===== config.mk =====
export PLATFORM = sky130hd
export DESIGN_NAME = i2s_resync_rx
export DESIGN_NICKNAME = d
export VERILOG_FILES = /design/src/rtl/i2s_resync_rx.sv
export SDC_FILE = /design/constraint.sdc
export NUM_CORES = 1
export LEC_CHECK = 0
export BUFFER_PORTS_ARGS = -buffer_cell sky130_fd_sc_hd__clkbuf_2
export CELL_PAD_IN_SITES_DETAIL_PLACEMENT = 1
export CELL_PAD_IN_SITES_GLOBAL_PLACEMENT = 1
export CORE_ASPECT_RATIO = 0.5
export CORE_MARGIN = 2
export CORE_UTILIZATION = 50
export CTS_CLUSTER_DIAMETER = 30
export DETAILED_ROUTE_END_ITERATION = 10
export PLACE_DENSITY_LB_ADDON = 0.1
export SETUP_SLACK_MARGIN = 0.1
export SYNTH_ARGS = -nofsm -noshare
export SYNTH_HDL_FRONTEND = slang
export SYNTH_SLANG_ARGS = --single-unit

===== constraint.sdc =====
create_clock -name clk -period 3.9 [get_ports clk]
set_input_delay 0 -clock clk [delete_from_list [all_inputs] [get_ports clk]]
set_output_delay 0 -clock clk [all_outputs]
set_load 0.01 [all_outputs]

===== src/rtl/i2s_resync_rx.sv =====
module i2s_resync_rx #(
  parameter int WORD_W     = 24,
  parameter int HALF_SLOTS = 32,
  parameter int DRIFT_MAX  = 6
) (
  input  logic              clk,
  input  logic              rst_n,
  input  logic              sclk_i,
  input  logic              wsel_i,
  input  logic              sdata_i,
  output logic [WORD_W-1:0] left_o,
  output logic [WORD_W-1:0] right_o,
  output logic              valid_o,
  output logic              mute_o
);
  localparam int FRAME   = 2 * HALF_SLOTS;
  localparam int POS_W   = $clog2(FRAME);
  localparam int CNT_MAX = WORD_W + 2;
  localparam int CNT_W   = $clog2(CNT_MAX + 1);

  logic [2:0] sclk_sy;
  logic [1:0] ws_sy, sd_sy;
  logic ws_q, locked;
  logic [CNT_W-1:0] cnt;
  logic [WORD_W-1:0] word, left_hold, word_ins;
  logic [POS_W-1:0] fpos, fpos_n;
  logic [POS_W:0] drift;
  logic [CNT_W:0] slot_n;

  wire bclk_rise = sclk_sy[1] & ~sclk_sy[2];
  wire ws        = ws_sy[1];
  wire sd        = sd_sy[1];
  wire ws_edge   = ws ^ ws_q;
  wire ws_fall   = ws_q & ~ws;

  assign slot_n = {1'b0, cnt} + 1'b1;
  wire take = (slot_n >= (CNT_W+1)'(2)) && (slot_n <= (CNT_W+1)'(WORD_W + 1));

  always_comb begin
    word_ins = word;
    for (int b = 0; b < WORD_W; b++)
      if (take && (32'(slot_n) == 32'(WORD_W + 1 - b))) word_ins[b] = sd;
  end

  assign fpos_n = (fpos == POS_W'(FRAME - 1)) ? '0 : fpos + 1'b1;
  assign drift  = ({1'b0, fpos_n} <= (POS_W+1)'(HALF_SLOTS)) ? {1'b0, fpos_n}
                                                            : (POS_W+1)'(FRAME) - {1'b0, fpos_n};
  wire realign = ws_fall && (!locked || drift > (POS_W+1)'(DRIFT_MAX));
  wire mute_n  = realign ? 1'b1 : (ws_fall ? 1'b0 : mute_o);

  always_ff @(posedge clk or negedge rst_n) begin
    if (!rst_n) begin
      sclk_sy   <= '0;
      ws_sy     <= '0;
      sd_sy     <= '0;
      ws_q      <= 1'b0;
      cnt       <= CNT_W'(CNT_MAX);
      word      <= '0;
      left_hold <= '0;
      left_o    <= '0;
      right_o   <= '0;
      valid_o   <= 1'b0;
      mute_o    <= 1'b1;
      fpos      <= '0;
      locked    <= 1'b0;
    end else begin
      sclk_sy <= {sclk_sy[1:0], sclk_i};
      ws_sy   <= {ws_sy[0], wsel_i};
      sd_sy   <= {sd_sy[0], sdata_i};
      valid_o <= 1'b0;
      if (bclk_rise) begin
        ws_q   <= ws;
        fpos   <= realign ? '0 : fpos_n;
        mute_o <= mute_n;
        if (ws_fall) locked <= 1'b1;
        if (ws_edge) begin
          cnt  <= CNT_W'(1);
          word <= '0;
          if (!ws_q) begin
            left_hold <= word_ins;
          end else begin
            valid_o <= 1'b1;
            left_o  <= mute_n ? '0 : left_hold;
            right_o <= mute_n ? '0 : word_ins;
          end
        end else begin
          word <= word_ins;
          if (cnt != CNT_W'(CNT_MAX)) cnt <= cnt + 1'b1;
        end
      end
    end
  end

  assert_valid_single_R3: assert property (@(posedge clk) disable iff (!rst_n)
    valid_o |=> !valid_o);
  assert_valid_from_bclk_R3: assert property (@(posedge clk) disable iff (!rst_n)
    valid_o |-> $past(bclk_rise));
  assert_hold_between_R3: assert property (@(posedge clk) disable iff (!rst_n)
    !valid_o |-> ($stable(left_o) && $stable(right_o)));
  assert_muted_zero_R8: assert property (@(posedge clk) disable iff (!rst_n)
    (valid_o && mute_o) |-> (left_o == '0 && right_o == '0));
  assert_mute_rise_at_frame_R8: assert property (@(posedge clk) disable iff (!rst_n)
    $rose(mute_o) |-> valid_o);
  assert_mute_fall_at_frame_R9: assert property (@(posedge clk) disable iff (!rst_n)
    $fell(mute_o) |-> valid_o);
endmodule


; Word level (Yosys, flattened, before mapping)
; Cells that the tools add are included.
[word_totals]
register_bits = 118
elab_cells = 123
[op_classes]
add_sub_neg = 4
magnitude_cmp = 4
n_eq_ne = 26
mux = 37
bitwise_logic = 6
n_reduce_logical = 33
[ops]
columns = cell, n
row1 = two-way mux 24 bit, 3
row2 = equality test 6 x 5 -> 1 bit (second input constant), 10
row3 = equality test 6 x 4 -> 1 bit (second input constant), 8
row4 = two-way mux 1 bit, 29
row5 = logical AND 1 bit, 26
row6 = equality test 6 x 3 -> 1 bit (second input constant), 4
row7 = equality test 6 x 2 -> 1 bit (second input constant), 2
row8 = two-way mux 6 bit, 2
row9 = two-way mux 5 bit, 2
row10 = > comparator 7 x 3 -> 1 bit (second input constant), 1
row11 = two-way mux 7 bit, 1
row12 = subtractor 7 x 6 -> 7 bit (first input constant), 1
row13 = adder 5 x 1 -> 6 bit (second input constant), 1
row14 = adder 6 x 1 -> 6 bit (second input constant), 1
row15 = equality test 6 bit (second input constant), 1
row16 = greater-or-equal comparator 6 x 2 -> 1 bit (second input constant), 1
row17 = less-or-equal comparator 6 x 5 -> 1 bit (second input constant), 1
row18 = less-or-equal comparator 6 bit (second input constant), 1
row19 = AND reduction 3 bit, 2
row20 = adder 5 x 1 -> 5 bit (second input constant), 1
row21 = inequality test 5 bit (second input constant), 1
row22 = AND reduction 2 bit, 2
row23 = NOT 1 bit, 3
row24 = AND 1 bit, 2
row25 = 4 further kinds, 4

; Depth between registers and ports, before layout
; Gate-level depths: netlist of run 1.
[logic_depth]
word_depth = 9
mapped_depth = 10
mapped_depth_nobuf = 8

; Worst setup path after synthesis of run 1
; OpenSTA, ideal clock, no wires.
[synth_timing]
kind = reg-to-reg
start = register cnt[1]
end = register word[20]
setup_ns = 0.134
arrival_ns = 2.092
setup_slack_ns = 1.674
path_stages_with_launch = 9
path_buffers = 1
synth_period_minus_slack_ns = 2.226
cell_sequence = dfstp_2 ha_1 clkbuf_1 or3b_2 o31ai_1 and2_1 nand2_1 mux2i_1 o21ai_0
[synth_via]
elab_chain_len = 6
elab_cells_between_ends = 8
cone_classes = 1 x add/sub / 2 x order compare / 1 x eq/ne / 2 x mux / 2 x reduce/logical
[synth_lines]
columns = element, line_no
row1 = from (decl), 24  ; logic [CNT_W-1:0] cnt;
row2 = from (signal assigned), 57  ; cnt <= CNT_W'(CNT_MAX);
row3 = from (signal assigned), 88  ; if (cnt != CNT_W'(CNT_MAX)) cnt <= cnt + 1'b1;
row4 = adder 5 x 1 -> 6 bit (*), 36  ; assign slot_n = {1'b0, cnt} + 1'b1;
row5 = greater-or-equal comparator 6 x 2 -> 1 bit or less-or-equal comparator 6 x 5 -> 1 bit (tied branches), 37  ; wire take = (slot_n >= (CNT_W+1)'(2)) && (slot_n <= (CNT_W+1)'(WORD_W + 1));
row6 = logical AND 1 bit, 37
row7 = logical AND 1 bit (*), 42  ; if (take && (32'(slot_n) == 32'(WORD_W + 1 - b))) word_ins[b] = sd;
row8 = two-way mux 1 bit (*), 42
row9 = two-way mux 24 bit (*), 76  ; if (ws_edge) begin
row10 = to (signal assigned), 87  ; word <= word_ins;
row11 = to (decl), 25  ; logic [WORD_W-1:0] word, left_hold, word_ins;
; Every way passes the cells marked *; elsewhere a longest branch is shown, timed or not.
; A chain may end at the register's enable or synchronous reset.

; Worst setup path after layout of run 1
[layout_timing]
start = register ws_q
end = register left_o[12]
[layout_via]
elab_chain_len = 4
elab_cells_between_ends = 7
cone_classes = 3 x mux / 2 x bitwise / 2 x reduce/logical
[layout_lines]
columns = element, line_no
row1 = from (decl), 23  ; logic ws_q, locked;
row2 = from (signal assigned), 72  ; ws_q <= ws;
row3 = AND 1 bit, 34  ; wire ws_fall = ws_q & ~ws;
row4 = two-way mux 1 bit or logical AND 1 bit (tied branches), "49, 48"
row5 = two-way mux 1 bit, 49  ; wire mute_n = realign ? 1'b1 : (ws_fall ? 1'b0 : mute_o);
row6 = two-way mux 24 bit, 83  ; left_o <= mute_n ? '0 : left_hold;
row7 = to (signal assigned), 83
row8 = to (decl), 11  ; output logic [WORD_W-1:0] left_o,
; Parallel ways exist; a longest one is shown, timed or not.

==> impl_metrics.csv, run 1 <==
group,metric,value,unit
detailed_routing,vias,4141,
setup_path,critPathRequiredTime,4.24,ns
logic_synthesis,synthArstFlopShare,100,%
detailed_routing,drt-initial-drc-count,267,
placement,dp_hpwl,8490,um
job,maxCapViolations,0,
logic_synthesis,synth_xor_area_share,1.35,%
timing,fin_tns_setup,0,ns
logic_synthesis,synth_top_family_by_area,"compound AO/OA/AOI/OAI gates",
logic_synthesis,yosys.cell_types.count,52,
setup_path,timing.reg2reg.setup_slack,1.10,ns
cells_and_area,instances_no_fill,716,
logic_synthesis,synth-simple-area-share,13.7,%
logic_synthesis,syn_avg_cell_area,10.3,um^2
detailed_routing,routed_wl,14800,um
logic_synthesis,synth_area,5290,um^2
pwr,combinationalPowerShare,20.7,%
logic_synthesis,synth_compound_area_share,18.2,%
timing,worst_pin_slew,0.866,ns
logic_synthesis,synth_adder_area_share,2.13,%
logic_synthesis,synthMuxAreaShare,4.73,%
global_route,grt_pass1_vias,4476,
placement,dp.cells,680,
logic_synthesis,synth_top_cell_area_share,54.0,%
timing,slew_headroom,42.3,%
cts,postCtsSetupBuffers,0,
setup_path,crit_fanout,49,
placement,place_ws,1.17,ns
die,fp.dieH,76.7,um
cells_and_area,nets,577,
pwr,net-switching-power,1.33,mW
logic_synthesis,yosysTopAreaCell,"dfrtp_1",
logic_synthesis,ys_seq_area_share,56.0,%
logic_synthesis,ys_warn_count,0,
logic_synthesis,synth_area_leaders,"dfrtp_1 (54%), nand2_1 (6.5%), mux2i_1 (4.7%), a22o_1 (4.0%), o21ai_0 (3.4%)",
die,io_pins,55,
setup_path,cp-end-kind,"register",
pwr,power,4.05,mW
detailed_routing,dr.pass1.iters,4,
cells_and_area,post-route-util,60.9,%
logic_synthesis,netlist_top_cells_count,"dfrtp_1 (114), nand2_1 (92), nor2_1 (37)",
timing,final_max_slew_viol_count,0,
placement,place_area,5620,um^2
cells_and_area,n_antenna_cell,0,
setup_path,critical-path-top-delay-family,"compound AO/OA/AOI/OAI gates",
die,coreArea,10200,um^2
setup_path,critPathMaxStageDelay,0.59,ns
cts,clkTransAtPathRegs,0.06,ns
timing,fin_skew,0.0141,ns
cts,worstSkewPairLatency,0.41,ns
cts,cts_tree,"done",
die,rows,26,
pwr,leakagePower,2.98,nW
global_route,grt_first_pass_wirelength,24100,um
logic_synthesis,synth_nets,528,
cells_and_area,design_area,6240,um^2
timing,period_minus_slack,2.80,ns
placement,gp_congestion,0.832,
worst_hold_path,hp-class,"in -> async",
global_route,grt.overflow.total,0,
global_route,grt_max_degree,51,
cts,cts.sinks,118,
setup_path,start_kind,"register",
setup_path,r2r_cells,8,
cells_and_area,area_growth_syn_to_layout,18.0,%
setup_path,worst_r2r_endpoint,"left_o[12]",
cts,htreeDepth,4,
outcome,outcome,"finished, final reports clean",
logic_synthesis,syn-instance-count,514,
timing,hold_violations,0,
pwr,p_int,2.73,mW
timing,setup_ws,1.10,ns
timing,fmax,0.357,GHz
pwr,seq_power_share,41.1,%
detailed_routing,drc_errors,0,
cts,cts_buffers,17,
logic_synthesis,synth_flop_cell,"dfrtp_1",
detailed_routing,wl_per_cell,20.6,um
setup_path,path_buf_inv,2,
detailed_routing,ant_nets,0,
pwr,clkPwrFrac,38.1,%
pwr,ir_worst_vdd,0.336,mV
cts,clock_path_buffers,2,
timing,fin_crit_sh,71.7,%
cts,root_buffer,"clkbuf_16",
placement,io_buffer_count,54,
timing,rsz0062_at_grt,"false",
setup_path,crit_arrival,3.14,ns
cts,ctsResizeCount,0,
logic_synthesis,ys_seq_elements,118,
timing,setup_viol,0,
logic_synthesis,synth_edf_count,0,
pwr,p_per_area,649,nW/um^2
die,die_area,11500,um^2
global_route,grt.total_usage,27.8,%
cells_and_area,drive_gt1_share,22.2,%
die,die_x,149,um
setup_path,cp_slowest_cell,"nor2_4",
timing,hold_ws,0.0823,ns
logic_synthesis,synth.most_common_cell,"dfrtp_1",
global_route,grt_antenna_before_repair,0,
setup_path,cp_cell_sequence,"ha_1 -> inv_2 -> nand3_2 -> buf_4 -> a21o_1 -> a31o_2 -> nor2_4 -> a22o_1",
pwr,swShare,32.7,%
setup_path,critPathKind,"reg -> reg",
die,initial_core_util,51.6,%
detailed_routing,vias_per_cell,5.78,
setup_path,r2r_start,"ws_q",
power groups by stage:
stage	Clock, mW	Combinational (mW)	Sequential [mW]
finish	1.55	0.840	1.67
global route	1.63	0.929	1.69
CTS	1.57	0.846	1.66
detailed placement	0	0.807	1.67
global placement	0	0.777	1.66
floorplan	0	0.584	1.62
sequential cells by signal, indices dropped and copies added (netlist names):
signal / count
left_hold: 24
left_o: 24
right_o: 24
word: 24
fpos: 6
cnt: 5
sclk_sy: 3
sd_sy: 2
ws_sy: 2
locked: 1
mute_o: 1
valid_o: 1
ws_q: 1
worst max-delay path by stage:
stage / from / to / depth (start not counted)
6_report: ws_q / left_o[12] / 8
5_1_grt: cnt[0] / word[18] / 8
4_1_cts: ws_q / left_o[12] / 8
3_5_place_dp: ws_q / left_o[11] / 8
3_3_place_gp: ws_q / left_o[22] / 8
2_1_floorplan: cnt[1] / word[20] / 8
cell families after synthesis:
kind of cell / Yosys count
and+or+nand+nor: 167
AOI/OAI and AO/OA: 144
DFF: 118
buffers and inverters: 45
muxes: 25
adders and majority gates: 9
xor gates and xnor gates: 6
cell type report:
class / count / area, um^2
tap: 140 / 175
clock inverter: 14 / 149
sequential: 118 / 2960
clock buffer: 18 / 429
multi-input combinational: 351 / 2130
timing repair buffer: 64 / 358
fill: 1127 / 4010
inverter: 11 / 41.3
timing repair:
item	in CTS	in global routing
endpoints found under the setup margin	0	0
hold buffers	4	0
endpoints found under the hold margin	35	0
layer usage:
layer	wire length, um	global-route usage [%]	part of all wire, %
met1	6520	37.6	44
met2	7390	45.4	50
met3	711	5.48	4.8
met4	127	9.05	0.86
met5	0	0	0
cells in the final DEF, fill, tap and decap left out, drive strengths merged, types with 3 or more instances in the layout:
cell | Yosys | layout
dfrtp | 114 | 114
mux2i | 25 | 25
dfstp | 4 | 4
o31ai | 4 | 4
or2 | 4 | 4
buf | 12 | 7
nor3 | 4 | 4
a22o | 24 | 24
nand3 | 9 | 9
dlygate4sd3 | 0 | 4
nor2b | 6 | 6
a31oi | 3 | 3
clkinv | 0 | 4
a22oi | 3 | 3
o21ai | 60 | 60
clkbuf | 22 | 71
and2 | 3 | 3
xor2 | 4 | 4
ha | 9 | 9
inv | 11 | 15
nor2 | 38 | 38
clkinvlp | 0 | 4
a21oi | 35 | 35
nand2 | 92 | 92
Note: power is estimated with default switching activity, not from simulation.
==> run 2: changes to the inputs <==
Settings changed: ABC_AREA set to 1, CORE_UTILIZATION 50 to 44.
Clock period 3.9 ns to 2.75 ns, I/O delays scaled along.
==> impl_metrics.csv, run 2 <==
group,metric,value,unit
outcome,outcome,"finished, final reports clean",
die,initial_core_util,44.7,%
timing,hold_ws,0.148,ns
detailed_routing,vias_per_cell,5.23,
setup_path,crit_end,"right_o[8]",
detailed_routing,dr.pass1.iters,4,
logic_synthesis,synth_area,5590,um^2
timing,worst_pin_slew,0.834,ns
timing,fin_skew,0.0133,ns
timing,final_max_slew_viol_count,0,
placement,dp_hpwl,10800,um
logic_synthesis,syn_avg_cell_area,7.98,um^2
die,die_area,13700,um^2
detailed_routing,wl_per_cell,17.3,um
setup_path,r2r_cells,10,
placement,gp_congestion,0.862,
setup_path,crit_arrival,2.69,ns
setup_path,worst_r2r_endpoint,"right_o[8]",
cells_and_area,instances_no_fill,935,
global_route,grt.total_usage,25.7,%
logic_synthesis,netlist_top_cells_count,"nand2_1 (214), dfrtp_1 (114), nor2_1 (82)",
setup_path,start_kind,"register",
pwr,power,5.45,mW
setup_path,timing.reg2reg.setup_slack,0.37,ns
setup_path,critPathKind,"reg -> reg",
cts,clock_path_buffers,2,
logic_synthesis,synth_edf_count,0,
logic_synthesis,ys_seq_area_share,52.9,%
setup_path,crit_fanout,9,
placement,io_buffer_count,54,
cts,cts_tree,"done",
logic_synthesis,synth.most_common_cell,"nand2_1",
global_route,grt.overflow.total,0,
logic_synthesis,ys_warn_count,0,
cells_and_area,drive_gt1_share,15.4,%
detailed_routing,drc_errors,0,
logic_synthesis,ys_seq_elements,118,
timing,setup_viol,0,
global_route,grt_max_degree,59,
cts,worstSkewPairLatency,0.42,ns
logic_synthesis,synth_flop_cell,"dfrtp_1",
placement,dp.cells,899,
cts,cts.sinks,118,
setup_path,critPathRequiredTime,3.06,ns
logic_synthesis,syn-instance-count,701,
pwr,ir_worst_vdd,0.468,mV
logic_synthesis,synth_area_leaders,"dfrtp_1 (51%), nand2_1 (14%), nand3_1 (6.4%), nor2_1 (5.5%), o21ai_0 (5.4%)",
cells_and_area,multi_input_area,2220,um^2
cells_and_area,area_growth_syn_to_layout,18.8,%
logic_synthesis,synth_top_cell_area_share,51.0,%
worst_hold_path,hp-class,"in -> async",
detailed_routing,ant_nets,0,
logic_synthesis,yosysTopAreaCell,"dfrtp_1",
global_route,grt_antenna_before_repair,0,
timing,fin_tns_setup,0,ns
cts,htreeDepth,4,
timing,hold_violations,0,
logic_synthesis,synthArstFlopShare,100,%
pwr,leakagePower,3.30,nW
die,fp.dieH,83.7,um
timing,slew_headroom,44.3,%
die,io_pins,55,
timing,setup_ws,0.366,ns
setup_path,cp-end-kind,"register",
cells_and_area,n_antenna_cell,0,
cells_and_area,fillers,1568,
cells_and_area,regArea,2960,um^2
timing,fin_crit_sh,86.7,%
setup_path,startpoint,"cnt[1]",
timing,period_minus_slack,2.38,ns
cts,clkTransAtPathRegs,0.06,ns
global_route,grt_first_pass_wirelength,26900,um
logic_synthesis,synth_nets,715,
logic_synthesis,yosys.cell_types.count,27,
cells_and_area,final_cell_mix,"nand2_1 (213), dfrtp_1 (114), nor2_1 (82)",
cts,postCtsSetupBuffers,0,
detailed_routing,routed_wl,16100,um
die,rows,29,
global_route,grt_pass1_vias,5044,
detailed_routing,vias,4894,
cells_and_area,final_common_cell,"nand2_1",
placement,place_ws,0.296,ns
timing,rsz0062_at_grt,"false",
job,maxCapViolations,0,
cells_and_area,nets,766,
die,die_x,163,um
die,coreArea,12500,um^2
setup_path,r2r_start,"cnt[1]",
detailed_routing,drt-initial-drc-count,437,
timing,fmax,0.420,GHz
cts,root_buffer,"clkbuf_16",
cts,cts_buffers,17,
pwr,p_per_area,821,nW/um^2
## run 2: changes by cell type in the layout (fill, tap and decap cells not counted), moves of 25 or more
cell,delta
nand3_1,+62
inv_1,+52
nand2_1,+121
nor2_1,+45
mux2i_1,-25
a21oi_1,-35
## run 2: cell type report
class	count	area share [%]
clock buffers	17	6.40
well taps	170	3.20
flip-flops and latches	118	44.5
inverters	65	3.67
multi-input cells	482	33.5
repair buffers	68	6.21
clock inverters	15	2.52
## run 2: power breakdown
part           total (mW)  internal, mW  switching (mW)
clock                2.23          1.35           0.881
sequential           2.09          1.93           0.166
combinational        1.12         0.315           0.810
## run 2: critical path: stages, from the launching register on
cell     delay (ns)
dfstp_2        0.61
ha_1           0.23
nand4_1        0.11
nand2_1        0.15
nor2_2         0.07
inv_2          0.14
nor3_1         0.08
o21ai_0        0.60
nor2_1         0.11
nand3_1        0.11
nand2_1        0.06
## run 2: cells by family (layout without fill, tap and decap cells)
group | count (synthesis) | after routing | share of synthesized area [%]
AOI/OAI and AO/OA | 78 | 78 | 7.32
xor gates and xnor gates | 1 | 1 | 0.157
and+or+nand+nor | 394 | 394 | 29.8
adders and majority gates | 9 | 9 | 2.01
buffers and inverters | 101 | 165 | 7.81
DFF | 118 | 118 | 52.9
## run 2: per-layer routing
layer / GRT usage, % / vias up / wire length [um] / part of all wire (%)
met1: 40.0 / 2475 / 8430 / 52
met4: 7.16 / 0 / 158 / 0.98
met5: 0 / - / 0 / 0
met2: 36.6 / 67 / 7110 / 44
met3: 4.42 / 16 / 448 / 2.8
li1: - / 2336 / - / -
## run 2: timing repair
action                     CTS  global route
gates resized for setup      0             3
hold buffers                 4             0
hold endpoints to repair    48             0
setup endpoints to repair    0            44
## run 2: worst min path at each step
stage / start / end / slack [ns] / depth (start not counted)
detailed placement: rst_n / right_o[15] / 0.07 / 1
global placement: rst_n / right_o[15] / 0.07 / 1
floorplan: rst_n / cnt[0] / -0.30 / 0
global route: rst_n / right_o[15] / 0.21 / 2
finish: rst_n / right_o[15] / 0.15 / 2
CTS: rst_n / right_o[15] / 0.17 / 2
## run 2: metrics by stage
step	area, um^2	util (%)
floorplan	5590	-
global placement	6000	47.9
detailed placement	6000	47.9
CTS	6630	53.0
global route	6650	53.1
finish	6650	53.1
